==> config.mk <==
export PLATFORM = sky130hd
export DESIGN_NAME = ser_tx
export DESIGN_NICKNAME = d
export VERILOG_FILES = /design/src/rtl/ser_tx_pkg.sv /design/src/rtl/ser_tx_fifo.sv /design/src/rtl/ser_tx_frame.sv /design/src/rtl/ser_tx.sv
export SDC_FILE = /design/constraint.sdc
export NUM_CORES = 1
export LEC_CHECK = 0
export BUFFER_PORTS_ARGS = -buffer_cell sky130_fd_sc_hd__buf_2
export CAP_MARGIN = 20
export CORE_MARGIN = 2
export CORE_UTILIZATION = 56
export CTS_CLUSTER_DIAMETER = 50
export CTS_CLUSTER_SIZE = 10
export DETAILED_ROUTE_END_ITERATION = 8
export PLACE_DENSITY = 0.8
export SYNTH_ARGS = -nofsm -noshare
export SYNTH_HDL_FRONTEND = slang
export SYNTH_HIERARCHICAL = 1
export SYNTH_SLANG_ARGS = --single-unit
==> constraint.sdc <==
create_clock -name clk_i -period 2.64 [get_ports clk_i]
set_input_delay 0.264 -clock clk_i [delete_from_list [all_inputs] [get_ports clk_i]]
set_output_delay 0.264 -clock clk_i [all_outputs]
set_load 0.01 [all_outputs]
==> src/rtl/ser_tx_pkg.sv <==
package ser_tx_pkg;
  typedef enum logic [2:0] {
    ST_IDLE,
    ST_START,
    ST_DATA,
    ST_PAR,
    ST_STOP
  } tx_state_e;
endpackage

==> src/rtl/ser_tx_fifo.sv <==
module ser_tx_fifo #(
  parameter int DW    = 8,
  parameter int DEPTH = 16,
  localparam int AW   = (DEPTH > 1) ? $clog2(DEPTH) : 1,
  localparam int CW   = $clog2(DEPTH + 1)
) (
  input  logic          clk_i,
  input  logic          rst_ni,
  input  logic          push_i,
  input  logic          pop_i,
  input  logic [DW-1:0] data_i,
  input  logic [CW-1:0] limit_i,
  output logic [DW-1:0] data_o,
  output logic [CW-1:0] count_o
);
  logic [DW-1:0] mem [DEPTH];
  logic [AW-1:0] wptr_q, rptr_q;
  logic [CW-1:0] count_q;
  logic          do_push, do_pop;

  function automatic logic [AW-1:0] nxt(input logic [AW-1:0] p);
    return (p == AW'(DEPTH - 1)) ? '0 : p + 1'b1;
  endfunction

  // admission judged on the count before any same-cycle pop
  assign do_push = push_i && (count_q < limit_i);
  assign do_pop  = pop_i && (count_q != '0);

  always_ff @(posedge clk_i) begin
    if (do_push) mem[wptr_q] <= data_i;
  end

  always_ff @(posedge clk_i or negedge rst_ni) begin
    if (!rst_ni) begin
      wptr_q  <= '0;
      rptr_q  <= '0;
      count_q <= '0;
    end else begin
      if (do_push) wptr_q <= nxt(wptr_q);
      if (do_pop)  rptr_q <= nxt(rptr_q);
      case ({do_push, do_pop})
        2'b10:   count_q <= count_q + 1'b1;
        2'b01:   count_q <= count_q - 1'b1;
        default: count_q <= count_q;
      endcase
    end
  end

  assign data_o  = mem[rptr_q];
  assign count_o = count_q;
endmodule

==> src/rtl/ser_tx_frame.sv <==
module ser_tx_frame
  import ser_tx_pkg::*;
#(
  parameter int DW      = 8,
  parameter int OVS     = 16,
  localparam int MINB   = DW - 3,
  localparam int IW     = $clog2(DW),
  localparam int TW     = $clog2(2 * OVS + 1)
) (
  input  logic          clk_i,
  input  logic          rst_ni,
  input  logic          tick_i,
  input  logic          load_i,
  input  logic [DW-1:0] data_i,
  input  logic [1:0]    char_len_i,
  input  logic          par_en_i,
  input  logic          par_odd_i,
  input  logic          stop_long_i,
  output logic          busy_o,
  output logic          line_o
);
  tx_state_e     state_q;
  logic [TW-1:0] tcnt_q, stop_q, lim;
  logic [IW-1:0] bidx_q, last_q;
  logic [DW-1:0] shreg_q, mask;
  logic          par_q, par_en_q, bit_done;
  logic [TW-1:0] stop_sel;

  assign mask     = {DW{1'b1}} >> (2'd3 - char_len_i);
  assign stop_sel = !stop_long_i        ? TW'(OVS) :
                    (char_len_i == 2'd0) ? TW'(OVS + OVS / 2) : TW'(2 * OVS);
  assign lim      = (state_q == ST_STOP) ? stop_q : TW'(OVS);
  assign bit_done = (tcnt_q == lim - 1'b1);

  always_ff @(posedge clk_i or negedge rst_ni) begin
    if (!rst_ni) begin
      state_q  <= ST_IDLE;
      tcnt_q   <= '0;
      bidx_q   <= '0;
      last_q   <= '0;
      shreg_q  <= '0;
      par_q    <= 1'b0;
      par_en_q <= 1'b0;
      stop_q   <= '0;
    end else if (state_q == ST_IDLE) begin
      if (load_i) begin
        shreg_q  <= data_i;
        par_q    <= (^(data_i & mask)) ^ par_odd_i;
        par_en_q <= par_en_i;
        last_q   <= IW'(MINB - 1) + IW'(char_len_i);
        stop_q   <= stop_sel;
        tcnt_q   <= '0;
        bidx_q   <= '0;
        state_q  <= ST_START;
      end
    end else if (tick_i) begin
      if (!bit_done) begin
        tcnt_q <= tcnt_q + 1'b1;
      end else begin
        tcnt_q <= '0;
        case (state_q)
          ST_START: state_q <= ST_DATA;
          ST_DATA: begin
            shreg_q <= shreg_q >> 1;
            if (bidx_q == last_q) state_q <= par_en_q ? ST_PAR : ST_STOP;
            else                  bidx_q  <= bidx_q + 1'b1;
          end
          ST_PAR:  state_q <= ST_STOP;
          default: state_q <= ST_IDLE;
        endcase
      end
    end
  end

  always_comb begin
    case (state_q)
      ST_START: line_o = 1'b0;
      ST_DATA:  line_o = shreg_q[0];
      ST_PAR:   line_o = par_q;
      default:  line_o = 1'b1;
    endcase
  end

  assign busy_o = (state_q != ST_IDLE);
endmodule

==> src/rtl/ser_tx.sv <==
module ser_tx #(
  parameter int DW    = 8,
  parameter int DEPTH = 16,
  parameter int OVS   = 16,
  localparam int CW   = $clog2(DEPTH + 1)
) (
  input  logic          clk_i,
  input  logic          rst_ni,
  input  logic          tick16_i,
  input  logic          wr_en_i,
  input  logic [DW-1:0] wr_data_i,
  input  logic          fifo_en_i,
  input  logic [1:0]    char_len_i,
  input  logic          par_en_i,
  input  logic          par_odd_i,
  input  logic          stop_long_i,
  input  logic          brk_i,
  input  logic          auto_cts_i,
  input  logic          cts_i,
  output logic          txd_o,
  output logic          hold_empty_o,
  output logic          tx_empty_o
);
  logic [CW-1:0] limit, fifo_count;
  logic [DW-1:0] head;
  logic          busy, line, load, cts_ok;

  assign limit  = fifo_en_i ? CW'(DEPTH) : CW'(1);
  assign cts_ok = !auto_cts_i || cts_i;
  assign load   = !busy && (fifo_count != '0) && cts_ok;

  ser_tx_fifo #(.DW(DW), .DEPTH(DEPTH)) u_buf (
    .clk_i   (clk_i),
    .rst_ni  (rst_ni),
    .push_i  (wr_en_i),
    .pop_i   (load),
    .data_i  (wr_data_i),
    .limit_i (limit),
    .data_o  (head),
    .count_o (fifo_count)
  );

  ser_tx_frame #(.DW(DW), .OVS(OVS)) u_frm (
    .clk_i       (clk_i),
    .rst_ni      (rst_ni),
    .tick_i      (tick16_i),
    .load_i      (load),
    .data_i      (head),
    .char_len_i  (char_len_i),
    .par_en_i    (par_en_i),
    .par_odd_i   (par_odd_i),
    .stop_long_i (stop_long_i),
    .busy_o      (busy),
    .line_o      (line)
  );

  assign txd_o        = line && !brk_i;
  assign hold_empty_o = (fifo_count == '0);
  assign tx_empty_o   = hold_empty_o && !busy;
endmodule

==> impl.org, run 1 <==
** Setup path
- Nature of the critical path endpoint :: flop
- Critical path data required time :: 2.93 ns
- The critical path is of the reg2reg type.
- Worst endpoint data arrival time :: 2.87 ns
- Slowest stage cell, crit path :: mux4_2
- Crit-path leading delay family :: XOR/XNOR gates
- The critical path goes through buf_12, buf_4, mux4_2, a22oi_1, nand2_1, xnor2_2, xnor2_1, xnor2_1, xnor2_1, o21ai_0.
- In this run the worst path has a maximum fanout of 16.
- Top cell by count, worst path :: xnor2_1
- Combined buffer and inverter count along the critical path :: 2
- CP peak stage delay :: a little over 0.5 ns
- STA classifies the critical path startpoint as a flop.

** Routing
- For this block, the routed nets add up to 16.0 mm of wire.
- DRT iter0 DRCs :: approximately 540
- The first detailed-routing pass ran for 5 iterations.
- Via Count :: about 4600
- After detailed routing, the average wire length per cell comes to 21.0 microns.
- Once detail routing completed, the nets flagged for antenna violations numbered 0.
- After detailed routing, the number of vias per cell comes to around 6.1.
- Number of DRC violations after detailed routing :: 0

** Synthesis
- After synthesis the netlist holds a flip-flop and latch count of 169.
- Dominant register cell in the synthesized netlist :: edfxtp_1
- Portion of the post-synthesis area used by sequential elements :: 63.2%
- The synthesized netlist contains 65 unique library cells.
- Count of yosys warnings during synthesis :: 6
- The synthesized design spends more area on one cell type than any other, namely edfxtp_1.
- Of the post-synthesis cell area, the dominant cell type holds about half.
- Ranked by total cell area, the synthesized netlist is headed by edfxtp_1 50%, dfrtp_1 13%, mux4_2 5.5%, mux4_1 4.4%, ha_1 2.6%.
- Number of synthesized flops with an enable pin :: 128
- In the synthesized netlist, the number of instances is 512.
- Post-synth ARST share :: 24.3%
- A synthesized cell averages around 15 sq um.
- The synthesized netlist occupies a cell area of roughly 7700 sq um.

** Place
- Setup slack at placement :: -0.0517 ns
- During placement, the flow inserted port buffers numbering 23.
- Detailed placement finished with a half-perimeter wire length of 10.3 mm.
- Placer's final routability congestion estimate :: 0.825

** GRT
- Number of antenna violations at the first check in global routing :: 0
- Global routing finished with a remaining overflow of 0.
- For this run, the total global-route usage over all layers was measured as 22.8%.
- Pin count of the biggest net entering global routing :: between 40 and 50
- Wire length of the first global-routing pass :: roughly 25 mm
- The via count of the first global-routing pass was 4631.

** Final layout
- Final layout net count :: 610
- In the final layout, flip-flops and latches occupy 4870 sq um.
- The post-route netlist has 27.9% of its cells at a drive strength greater than 1.
- Multi-input gate area :: 2710 sq um
- The filler cells instantiated in the layout total 888.
- Highest-count cells in the layout ignoring fill and taps :: 128 x edfxtp_1, 42 x buf_4, 40 x nand2_1, 40 x dfrtp_1, 32 x nor2_1
- The number of antenna diodes in the final layout is 0.
- Post-route core utilization :: 66.9%
- Leaving out fill and tap cells, the most frequent cell in the layout is edfxtp_1.
- Relative to the synthesized area, the layout overhead comes to 15.8%.

** STA
- For the final database, setup skew stands at 0.00815 ns.
- The final hold violation count was 0.
- Across all setup checks in the final design, the least slack found is 0.0621 ns.
- For the pin with the worst max-slew slack, the measured transition is between 0.9 and 1 ns.
- Max Fclk :: 388 MHz
- Final-report max-slew violation count :: 0
- Hold Worst Slack :: 0.0420 ns
- In the finished design, the share of the clock period the worst path needs comes to 97.6%.
- Subtracting the final worst setup slack from the clock period gives 2.58 ns.
- Setup violations remaining at the end of the flow were counted as 0.
- Tightest slew margin relative to the limit :: 39.0%

** Outcome
- Result of the run :: completed

** CTS
- After clock tree synthesis, the clock-pin slew on the worst setup and hold paths is 0.07 ns.
- The clock reaches the later pin of the worst-skew pair after around 0.43 ns.
- Counting every sink on the clock net gives roughly 170.
- TritonCTS built the clock tree.
- Clock tree synthesis inserted a total of 17 buffers.
- Depth of the CTS H-tree :: 4
- The root buffer cell chosen for the clock tree is clkbuf_16.
- Deepest clock path buffer count :: 2

** Floorplanning
- Chip height :: 121 microns
- Horizontal die dimension :: 121 microns
- Starting density of the core :: 57.8%
- 24 I/O pins were placed.
- Rows :: 42
- Standard cell core area :: 13300 sq um
- The die covers ~15000 sq um.

** Pwr
- Static leakage :: between 3 and 4 nW
- Worst IR drop on VDD :: 0.000710 V
- Power Density :: approximately 1100 nW/um^2

** Hold path
- Kind of path behind the tightest hold check :: in2reg

** Flow run
- Max-cap violations in this run came to 0.
[routing by layer]
layer / vias up / GRT usage (%) / wire length (microns)
met5: - / 0 / 0
met4: 0 / 8.76 / 319
met3: 29 / 5.45 / 791
met2: 170 / 38.0 / 8250
met1: 2324 / 29.1 / 6600
li1: 2094 / - / -
[stage by stage]
step	area [sq um]	instances	TNS (ns)	power, mW
final	8930	761	0	9.73
after global routing	8930	761	-0.0337	10.2
after CTS	8820	755	0	9.57
after detailed placement	8210	720	-0.0517	7.11
after global placement	8210	720	0	6.93
after floorplan	7740	514	0	6.22
[path summary, 6_finish.rpt]
| path | startpoint | endpoint | slack (ns) | cells past startpoint |
|---|---|---|---|---|
| max | u_buf/rptr_q[0] | u_frm/par_q | 0.06 | 10 |
| min in group asynchronous | rst_ni | u_frm/tcnt_q[5] | 0.51 | 2 |
| max in group asynchronous | rst_ni | u_buf/rptr_q[0] | 1.50 | 2 |
| max reg2reg | u_buf/rptr_q[0] | u_frm/par_q | 0.06 | 10 |
| min | par_en_i | u_frm/par_en_q | 0.04 | 3 |
| min reg2reg | u_frm/last_q[2] | u_frm/last_q[2] | 0.49 | 1 |
[cell families (layout without fill, tap and decap cells)]
| family | after synthesis | after routing | share of synthesized area [%] |
|---|---|---|---|
| AOI/OAI and AO/OA | 82 | 82 | 7.66 |
| DFF | 169 | 169 | 63.2 |
| buffers and inverters | 47 | 118 | 3.50 |
| adders and majority gates | 17 | 17 | 2.86 |
| and+or+nand+nor | 137 | 137 | 9.39 |
| muxes | 39 | 39 | 11.0 |
| xor gates and xnor gates | 20 | 20 | 2.37 |
| other | 1 | 3 | 0.0486 |
[layout make-up]
type | instances | share of cell area, %
well taps | 176 | 2.47
repair buffers | 69 | 5.60
clock inverters | 14 | 1.53
clock buffers | 18 | 4.81
multi-input cells | 298 | 30.3
inverters | 17 | 0.715
flip-flops and latches | 169 | 54.5
[power breakdown]
part	internal [mW]	total, mW	switching [mW]
logic	1.79	3.70	1.91
clock network	1.32	2.38	1.06
registers	3.30	3.66	0.361
total	6.41	9.73	3.33
[flip-flops by register name (all words and copies together), names as in the netlist]
| signal | flops |
|---|---|
| u_buf/count_o | 5 |
| u_buf/mem | 128 |
| u_buf/rptr_q | 4 |
| u_buf/wptr_q | 4 |
| u_frm/bidx_q | 3 |
| u_frm/last_q | 3 |
| u_frm/par_en_q | 1 |
| u_frm/par_q | 1 |
| u_frm/shreg_q | 8 |
| u_frm/state_q | 3 |
| u_frm/stop_q | 3 |
| u_frm/tcnt_q | 6 |
[what timing repair did]
item / in CTS / in global routing
setup buffers: 2 / 6
resized for setup: 3 / 11
hold buffers: 1 / 0
setup endpoints to repair: 3 / 15
pin swaps: 1 / 13
hold endpoints to repair: 32 / 0
[Yosys cell counts (all sizes together), types with 2 or more instances]
cell type	n
a22oi	18
a21o	4
or4	2
o21ai	18
buf	14
edfxtp	128
clkbuf	14
nand4	2
and2	3
a32o	2
nand2b	4
nor2b	5
mux2	5
xnor2	16
a31oi	5
o2bb2ai	2
and4bb	2
mux2i	2
nor3b	3
nand3	11
nand2	40
or3	4
o22a	7
nand4b	2
a21oi	15
nor2	32
xor2	4
inv	17
o311ai	3
mux4	32
nor3	11
nor4	3
dfrtp	41
ha	16
nand3b	4
nor4b	5
o211ai	2
[tightest hold or removal path: cells and delay by family]
kind / cells / cell delay, ns
buffers and inverters: 1 / 0.08
and+or+nand+nor: 2 / 0.09
Power figures use the tool's default switching activity.
==> run 2, diff against run 1 <==
--- a/config.mk
+++ b/config.mk
@@ -12,7 +12,7 @@
 export CTS_CLUSTER_DIAMETER = 50
 export CTS_CLUSTER_SIZE = 10
 export DETAILED_ROUTE_END_ITERATION = 8
-export PLACE_DENSITY = 0.8
+export PLACE_DENSITY = 0.76
 export SYNTH_ARGS = -nofsm -noshare
 export SYNTH_HDL_FRONTEND = slang
 export SYNTH_HIERARCHICAL = 1
==> constraint.sdc (replaced) <==
create_clock -name clk_i -period 2.64 [get_ports clk_i]
set_input_delay 0.132 -clock clk_i [delete_from_list [all_inputs] [get_ports clk_i]]
set_output_delay 0.132 -clock clk_i [all_outputs]
set_load 0.01 [all_outputs]
==> impl.org, run 2 (synthesis results as in run 1) <==
** Outcome
- Result of the run: completed (unchanged).

** CTS
- The root buffer cell was clkbuf_16 (unchanged).
- The number of buffers inserted during clock tree synthesis was 17 (unchanged).
- Clock transition at path regs :: 0.06 ns (was 0.07 ns)
- Depth of the CTS H-tree :: 4 (unchanged)
- The number of clock sinks is 169 (unchanged).
- The buffer depth of the longest clock path is 2 (unchanged).
- The later-pin clock latency in the skew report came to 0.43 ns (about the same).
- CTS tree :: built (unchanged)

** Setup path
- Slowest stage cell, crit path :: or4_4 (was mux4_2)
- CP peak stage delay :: 0.56 ns (was 0.51 ns)
- The reg-to-reg setup timing slack is 0.07 ns (was 0.06 ns).
- Crit-path leading delay family :: simple AND/OR/NAND/NOR gates (was XOR/XNOR gates)
- The worst setup path endpoint is u_buf/count_o[4] (was u_frm/par_q).
- The type of origin of the critical path was a flop (unchanged).
- Reg-to-Reg Start :: u_buf/count_o[2] (was u_buf/rptr_q[0])
- Combined buffer and inverter count along the critical path :: 2 (unchanged)
- Worst setup path startpoint :: u_buf/count_o[2] (was u_buf/rptr_q[0])
- The worst reg2reg path depth came to 10 (unchanged).
- Worst endpoint data arrival time :: 2.87 ns (about the same)
- RR Endpoint :: u_buf/count_o[4] (was u_frm/par_q)
- Max FO, Critical Path :: 9 (was 16)
- Depth of the critical timing path with buffers and inverters included :: 10 (unchanged)
- Nature of the critical path endpoint :: flop (unchanged)
- The worst endpoint required time was 2.94 ns (was 2.93 ns).
- List of cells traversed by the critical path: or4_4, o221a_4, o21ai_4, inv_2, ha_4, ha_1, inv_1, nor4_2, nand4b_1, o311ai_1 (was buf_12, buf_4, mux4_2, a22oi_1, nand2_1, xnor2_2, xnor2_1, xnor2_1, xnor2_1, o21ai_0).
- The type of the setup path with the least slack was reg2reg (unchanged).

** Place
- The cell count after placement is 721 (was 720).
- The final RePlAce weighted congestion is 0.843 (was 0.825).
- Setup slack at placement :: -0.0680 ns (was -0.0517 ns)
- Detail Placement HPWL :: 10.2 mm (was 10.3 mm)
- Area post-placement :: 8210 sq um (about the same)
- The port buffer count came to 23 (unchanged).

** Routing
- Via Count :: 4580 (was 4617)
- DR pass1 iterations :: 5 (unchanged)
- The number of antenna-violating nets in the routed design was 0 (unchanged).
- DRT iter0 DRCs :: 430 (was 539)
- The remaining routing DRC violations was 0 (unchanged).
- The per-cell via count in the routed design was 6.03 (was 6.07).
- Wire length per cell :: 20.4 microns (was 21.0 microns)
- Total routed wirelength :: 15.5 mm (was 16.0 mm)

** STA
- Post-Route Skew :: 0.00652 ns (was 0.00815 ns)
- Hold Worst Slack :: 0.0769 ns (was 0.0420 ns)
- Setup violators final :: 0 (unchanged)
- Unrepaired setup endpoints after global routing :: true
- Period minus WS final :: 2.57 ns (was 2.58 ns)
- The final hold violation count came to 0 (unchanged).
- The measured slew at the worst slew-check pin was 0.950 ns (was 0.915 ns).
- Setup WS post-layout :: 0.0687 ns (was 0.0621 ns)
- Aggregate negative setup slack :: 0 ns (unchanged)
- The number of max-slew violations in the final report came to 0 (unchanged).
- The worst slew margin relative to its limit is 36.6% (was 39.0%).
- The highest clock frequency the design can meet was 389 MHz (was 388 MHz).
- The post-route fraction of the period consumed by the critical path came to 97.4% (was 97.6%).

** Final layout
- The utilization after layout came to 66.6% (was 66.9%).
- The net total in the final layout came to 609 (was 610).
- Register name with the most flops :: u_buf/mem (unchanged)
- The number of antenna repair diodes was 0 (unchanged).
- Number of non-filler instances in the completed layout :: 759 (was 761)
- Most frequent standard cell in the layout excluding fill and tap cells :: edfxtp_1 (unchanged)
- The signed area change from the synthesized netlist to the final layout came to 15.2% (was 15.8%).
- The storage element area was 4870 sq um (unchanged).
- Multi-input gate area :: 2700 sq um (was 2710 sq um)
- Number of fill cells in the layout :: 936 (was 888)
- Largest registers in the final layout :: u_buf/mem x128, u_frm/shreg_q x8, u_frm/tcnt_q x6 (unchanged)
- Fraction of layout cells with a size suffix above 1 :: 26.4% (was 27.9%)
- Highest-count cells in the layout ignoring fill and taps: 128 x edfxtp_1, 40 x nand2_1, 40 x dfrtp_1, 37 x buf_4, 32 x nor2_1 (was 128 x edfxtp_1, 42 x buf_4, 40 x nand2_1, 40 x dfrtp_1, 32 x nor2_1).
- Final cell area excluding filler cells :: 8880 sq um (was 8930 sq um)
- Flip-flop count of the largest register, all copies and words added :: 128 (unchanged)

** GRT
- The met1 track demand over resource came to 30.4% (was 29.1%).
- The total global-route track usage is 22.5% (was 22.8%).
- Number of global-route vias before repair :: 4564 (was 4631)
- Gr busiest metal :: met2 (unchanged)
- Total gr overflow :: 0 (unchanged)
- The maximum number of pins on one net before global-route repair is 42 (unchanged).
- The global-route wire length before repair came to 24.3 mm (was 24.7 mm).
- Number of antenna violations at the first check in global routing :: 0 (unchanged)
- Met2 Use GR :: 36.3% (was 38.0%)
- The global routing met3 resource utilization is 4.65% (was 5.45%).

** Flow run
- Count of maximum capacitance violations :: 0 (unchanged)

** Floorplanning
- The area of the core is 13300 sq um (unchanged).
- Die footprint :: 14700 sq um (unchanged)
- The die boundary height came to 121 microns (unchanged).
- Starting density of the core :: 57.8% (unchanged)
- I/O pin cnt :: 24 (unchanged)
- Rows :: 42 (unchanged)
- Horizontal die dimension :: 121 microns (unchanged)

** Pwr
- Static leakage :: 3.22 nW (was 3.25 nW)
- The maximum VDD drop came to 0.000520 V (was 0.000710 V).
- Power Density :: 1060 nW/um^2 (was 1090 nW/um^2)
- Power Total :: 9.46 mW (was 9.73 mW)

** Hold path
- Kind of path behind the tightest hold check :: in2reg (unchanged)
run 2: changes by cell type in the layout (fill, tap and decap cells not counted), moves of 2 or more:
cell           change
clkbuf_1           +2
buf_4              -5
a22oi_2            -2
a22oi_1            +2
clkinv_4           +2
dlygate4sd3_1      +4
clkinv_2           -2
run 2: where the power goes:
group          internal (mW)  total (mW)  switching (mW)
combinational           1.74        3.58            1.84
sequential              3.30        3.65           0.350
clock                   1.21        2.23            1.01
run 2: worst min path at each step:
stage / from / end / slack, ns / cells after the start
2_1_floorplan: rst_ni / u_buf/count_o[0] / -0.16 / 0
3_3_place_gp: rst_ni / u_frm/tcnt_q[5] / 0.32 / 1
3_5_place_dp: rst_ni / u_frm/tcnt_q[4] / 0.33 / 1
4_1_cts: tick16_i / u_frm/tcnt_q[2] / 0.05 / 3
5_1_grt: tick16_i / u_frm/state_q[0] / 0.09 / 3
6_report: tick16_i / u_frm/tcnt_q[2] / 0.08 / 3
run 2: final cells by class:
type / count / area share (%)
repair buffers: 68 / 5.60
multi-input cells: 298 / 30.4
well taps: 176 / 2.48
inverters: 17 / 0.718
clock buffers: 20 / 4.91
flip-flops and latches: 169 / 54.8
clock inverters: 11 / 1.06
run 2: what timing repair did:
action                     in CTS  in global routing
setup endpoints to repair       1                 13
hold endpoints to repair       45                  0
buffers inserted                0                  2
hold buffers                    5                  0
resized for setup               2                 15
gates cloned                    0                  0
pin swaps                       1                  5
run 2: worst register-to-register path: stages (launching register included):
cell and delay [ns]:
dfrtp_1 0.40, or4_4 0.56, o221a_4 0.27, o21ai_4 0.06, inv_2 0.07, ha_4 0.20, ha_1 0.28, inv_1 0.08
nor4_2 0.28, nand4b_1 0.15, o311ai_1 0.09
run 2: layer usage:
metal / vias up / share of wire, %
met5: - / 0
met4: 0 / 1.8
met3: 23 / 4.6
met2: 136 / 51
met1: 2330 / 43
li1: 2091 / -
==> run 3, diff against run 2 <==
--- a/config.mk
+++ b/config.mk
@@ -12,7 +12,7 @@
 export CTS_CLUSTER_DIAMETER = 50
 export CTS_CLUSTER_SIZE = 10
 export DETAILED_ROUTE_END_ITERATION = 8
-export PLACE_DENSITY = 0.76
+export PLACE_DENSITY = 0.73
 export SYNTH_ARGS = -nofsm -noshare
 export SYNTH_HDL_FRONTEND = slang
 export SYNTH_HIERARCHICAL = 1
==> impl.org, run 3 (synthesis results as in run 1) <==
** GRT
- The total congestion overflow came to 0 (unchanged).
- The maximum number of pins on one net before global-route repair came to 42 (unchanged).
- Number of antenna violations at the first check in global routing :: 0 (unchanged)
- Wire length of the first global-routing pass :: 25.0 mm (was 24.3 mm)
- The total global-route track usage is 23.1% (was 22.5%).
- Number of global-route vias before repair :: 4725 (was 4564)

** Floorplanning
- Standard cell core area :: 13300 sq um (unchanged)
- The number of top-level pins came to 24 (unchanged).
- The effective utilization at floorplan is 57.8% (unchanged).
- Horizontal die dimension :: 121 microns (unchanged)
- The placement row count came to 42 (unchanged).
- Chip height :: 121 microns (unchanged)
- The floorplan die area came to 14700 sq um (unchanged).

** Pwr
- Static leakage :: 3.27 nW (was 3.22 nW)
- The fraction of power consumed by sequential logic came to 37.9% (was 38.6%).
- Switching Share :: 33.7% (was 33.8%)
- The post-route total power came to 9.65 mW (was 9.46 mW).
- Clk network pwr share :: 24.0% (was 23.6%)
- The maximum VDD drop is 0.000734 V (was 0.000520 V).
- The combinational share of power is 38.1% (was 37.9%).
- Switching power of the nets :: 3.25 mW (was 3.20 mW)
- The power density over the cells was 1080 nW/um^2 (was 1060 nW/um^2).
- Internal power :: 6.39 mW (was 6.26 mW)

** Final layout
- Antenna Cells :: 0 (unchanged)
- The signed area change from the synthesized netlist to the final layout came to 15.9% (was 15.2%).
- Multi-input gate area :: 2680 sq um (was 2700 sq um)
- Flip-flop count of the largest register, all copies and words added :: 128 (unchanged)
- The storage element area is 4870 sq um (about the same).
- Final layout net count :: 615 (was 609)
- The commonest non-fill, non-tap cell in the layout is edfxtp_1 (unchanged).
- Largest registers in the final layout: u_buf/mem x128, u_frm/shreg_q x8, u_frm/tcnt_q x6 (unchanged).
- Highest-count cells in the layout ignoring fill and taps: 128 x edfxtp_1, 43 x buf_4, 39 x nand2_1, 39 x dfrtp_1, 32 x nor2_1 (was 128 x edfxtp_1, 40 x nand2_1, 40 x dfrtp_1, 37 x buf_4, 32 x nor2_1).
- The largest register by flop count is u_buf/mem (unchanged).
- The ratio of cells with drive above 1 in the final layout is 27.3% (was 26.4%).
- The layout filler cell count is 903 (was 936).

** Setup path
- The type of origin of the critical path was a flop (unchanged).
- Worst endpoint data arrival time :: 2.92 ns (was 2.87 ns)
- Max FO, Critical Path :: 6 (was 9)
- Type of the setup path with the least slack :: reg2reg (unchanged)
- Critical path data required time :: 2.95 ns (was 2.94 ns)
- The critical path endpoint category was a flop (unchanged).

** Outcome
- Result of the run :: completed (unchanged)

** STA
- The final hold violation count came to 0 (unchanged).
- Tightest slew margin relative to the limit :: 58.2% (was 36.6%)
- The worst-case clock skew is 0.0107 ns (was 0.00652 ns).
- The number of max-slew violations in the final report came to 0 (unchanged).
- The time the worst path needs with I/O delays and setup is 2.61 ns (was 2.57 ns).
- The post-route fraction of the period consumed by the critical path was 98.8% (was 97.4%).
- Max Fclk :: 384 MHz (was 389 MHz)
- Setup violators final :: 0 (unchanged)
- Setup WS post-layout :: 0.0325 ns (was 0.0687 ns)
- Least-Margin Pin Slew :: 0.627 ns (was 0.950 ns)

** CTS
- Total number of clock tree sinks :: 169 (unchanged)
- Deepest clock path buffer count :: 2 (unchanged)
- TritonCTS buffer count :: 17 (unchanged)
- Source-to-sink clock delay at the later pin of the worst-skew pair :: 0.42 ns (was 0.43 ns)
- The root buffer cell is clkbuf_16 (unchanged).
- The clock slew at the register clock pins of the worst setup and hold paths is 0.06 ns (about the same).
- The clock tree from TritonCTS is built (unchanged).
- Depth of the CTS H-tree :: 4 (unchanged)

** Flow run
- Count of maximum capacitance violations :: 0 (unchanged)

** Routing
- The number of detailed-route iterations in the first pass came to 5 (unchanged).
- DRT iter0 DRCs :: 397 (was 430)
- Via Count :: 4633 (was 4580)
- The routed length per placed instance came to 20.6 microns (was 20.4 microns).
- Via/cell ratio :: 6.05 (was 6.03)
- Number of DRC violations after detailed routing :: 0 (unchanged)
- The final wirelength is 15.8 mm (was 15.5 mm).
- Final antenna-violating net count :: 0 (unchanged)

** Place
- Total of buffers placed on input and output ports :: 23 (unchanged)
- Placer's final routability congestion estimate :: 0.874 (was 0.843)
- The detailed placer's ending HPWL was 10.2 mm (about the same).
- Setup slack at placement :: -0.0614 ns (was -0.0680 ns)

** Hold path
- The type of the tightest min-delay check is in2reg (unchanged).
## run 3: cell type report
class | count | area share, %
multi-input combinational | 298 | 30.0
clock buffer | 19 | 4.85
timing repair buffer | 74 | 6.09
tap | 176 | 2.46
sequential | 169 | 54.5
inverter | 17 | 0.714
clock inverter | 13 | 1.30
## run 3: worst max-delay path, cell delays in order, from the launching register on
cell and delay (ns):
dfrtp_1 0.42, or4_4 0.55, o221a_4 0.26, o21ai_4 0.07, inv_2 0.07, ha_4 0.19, fa_2 0.39, a21oi_4 0.20
o21ai_2 0.07, o311ai_1 0.28
## run 3: power groups by stage
stage | Combinational, mW | Sequential, mW | Clock (mW)
2_1_floorplan | 2.66 | 3.56 | 0
3_3_place_gp | 3.36 | 3.66 | 0
3_5_place_dp | 3.46 | 3.69 | 0
4_1_cts | 3.54 | 3.64 | 2.35
5_1_grt | 3.99 | 3.70 | 2.46
6_report | 3.68 | 3.65 | 2.31
## run 3: layer usage
| layer | GRT usage, % | part of all wire, % | vias to the layer above |
|---|---|---|---|
| met4 | 8.33 | 2.0 | 0 |
| met5 | 0 | 0 | - |
| li1 | - | - | 2106 |
| met2 | 38.2 | 51 | 161 |
| met1 | 30.6 | 42 | 2345 |
| met3 | 4.65 | 5.4 | 21 |
## run 3: final timing paths
check,end,cells past startpoint,from,slack [ns]
min,u_frm/last_q[0],2,char_len_i[0],0.03
max,u_buf/count_o[4],9,u_buf/count_o[2],0.03
max reg2reg,u_buf/count_o[4],9,u_buf/count_o[2],0.03
min reg2reg,u_frm/last_q[2],1,u_frm/last_q[2],0.49
min in group asynchronous,u_frm/state_q[2],2,rst_ni,0.08
max in group asynchronous,u_buf/rptr_q[0],3,rst_ni,2.12
## run 3: what timing repair did
| item | in CTS | in global routing |
|---|---|---|
| buffers inserted | 0 | 7 |
| hold endpoints to repair | 43 | 0 |
| resized for setup | 2 | 10 |
| setup endpoints to repair | 2 | 13 |
| hold buffers | 3 | 0 |
| pin swaps | 2 | 9 |
## run 3: per-stage QoR
step	cell area, sq um	std cells	utilization (%)	hold WS (ns)	TNS [ns]
2_1_floorplan	7740	514	-	-0.164	0
3_3_place_gp	8220	723	61.6	0.330	0
3_5_place_dp	8220	723	61.6	0.351	-0.0733
4_1_cts	8820	758	66.1	0.00702	0
5_1_grt	8930	766	66.9	0.0229	-0.0630
6_report	8930	766	66.9	0.0252	0
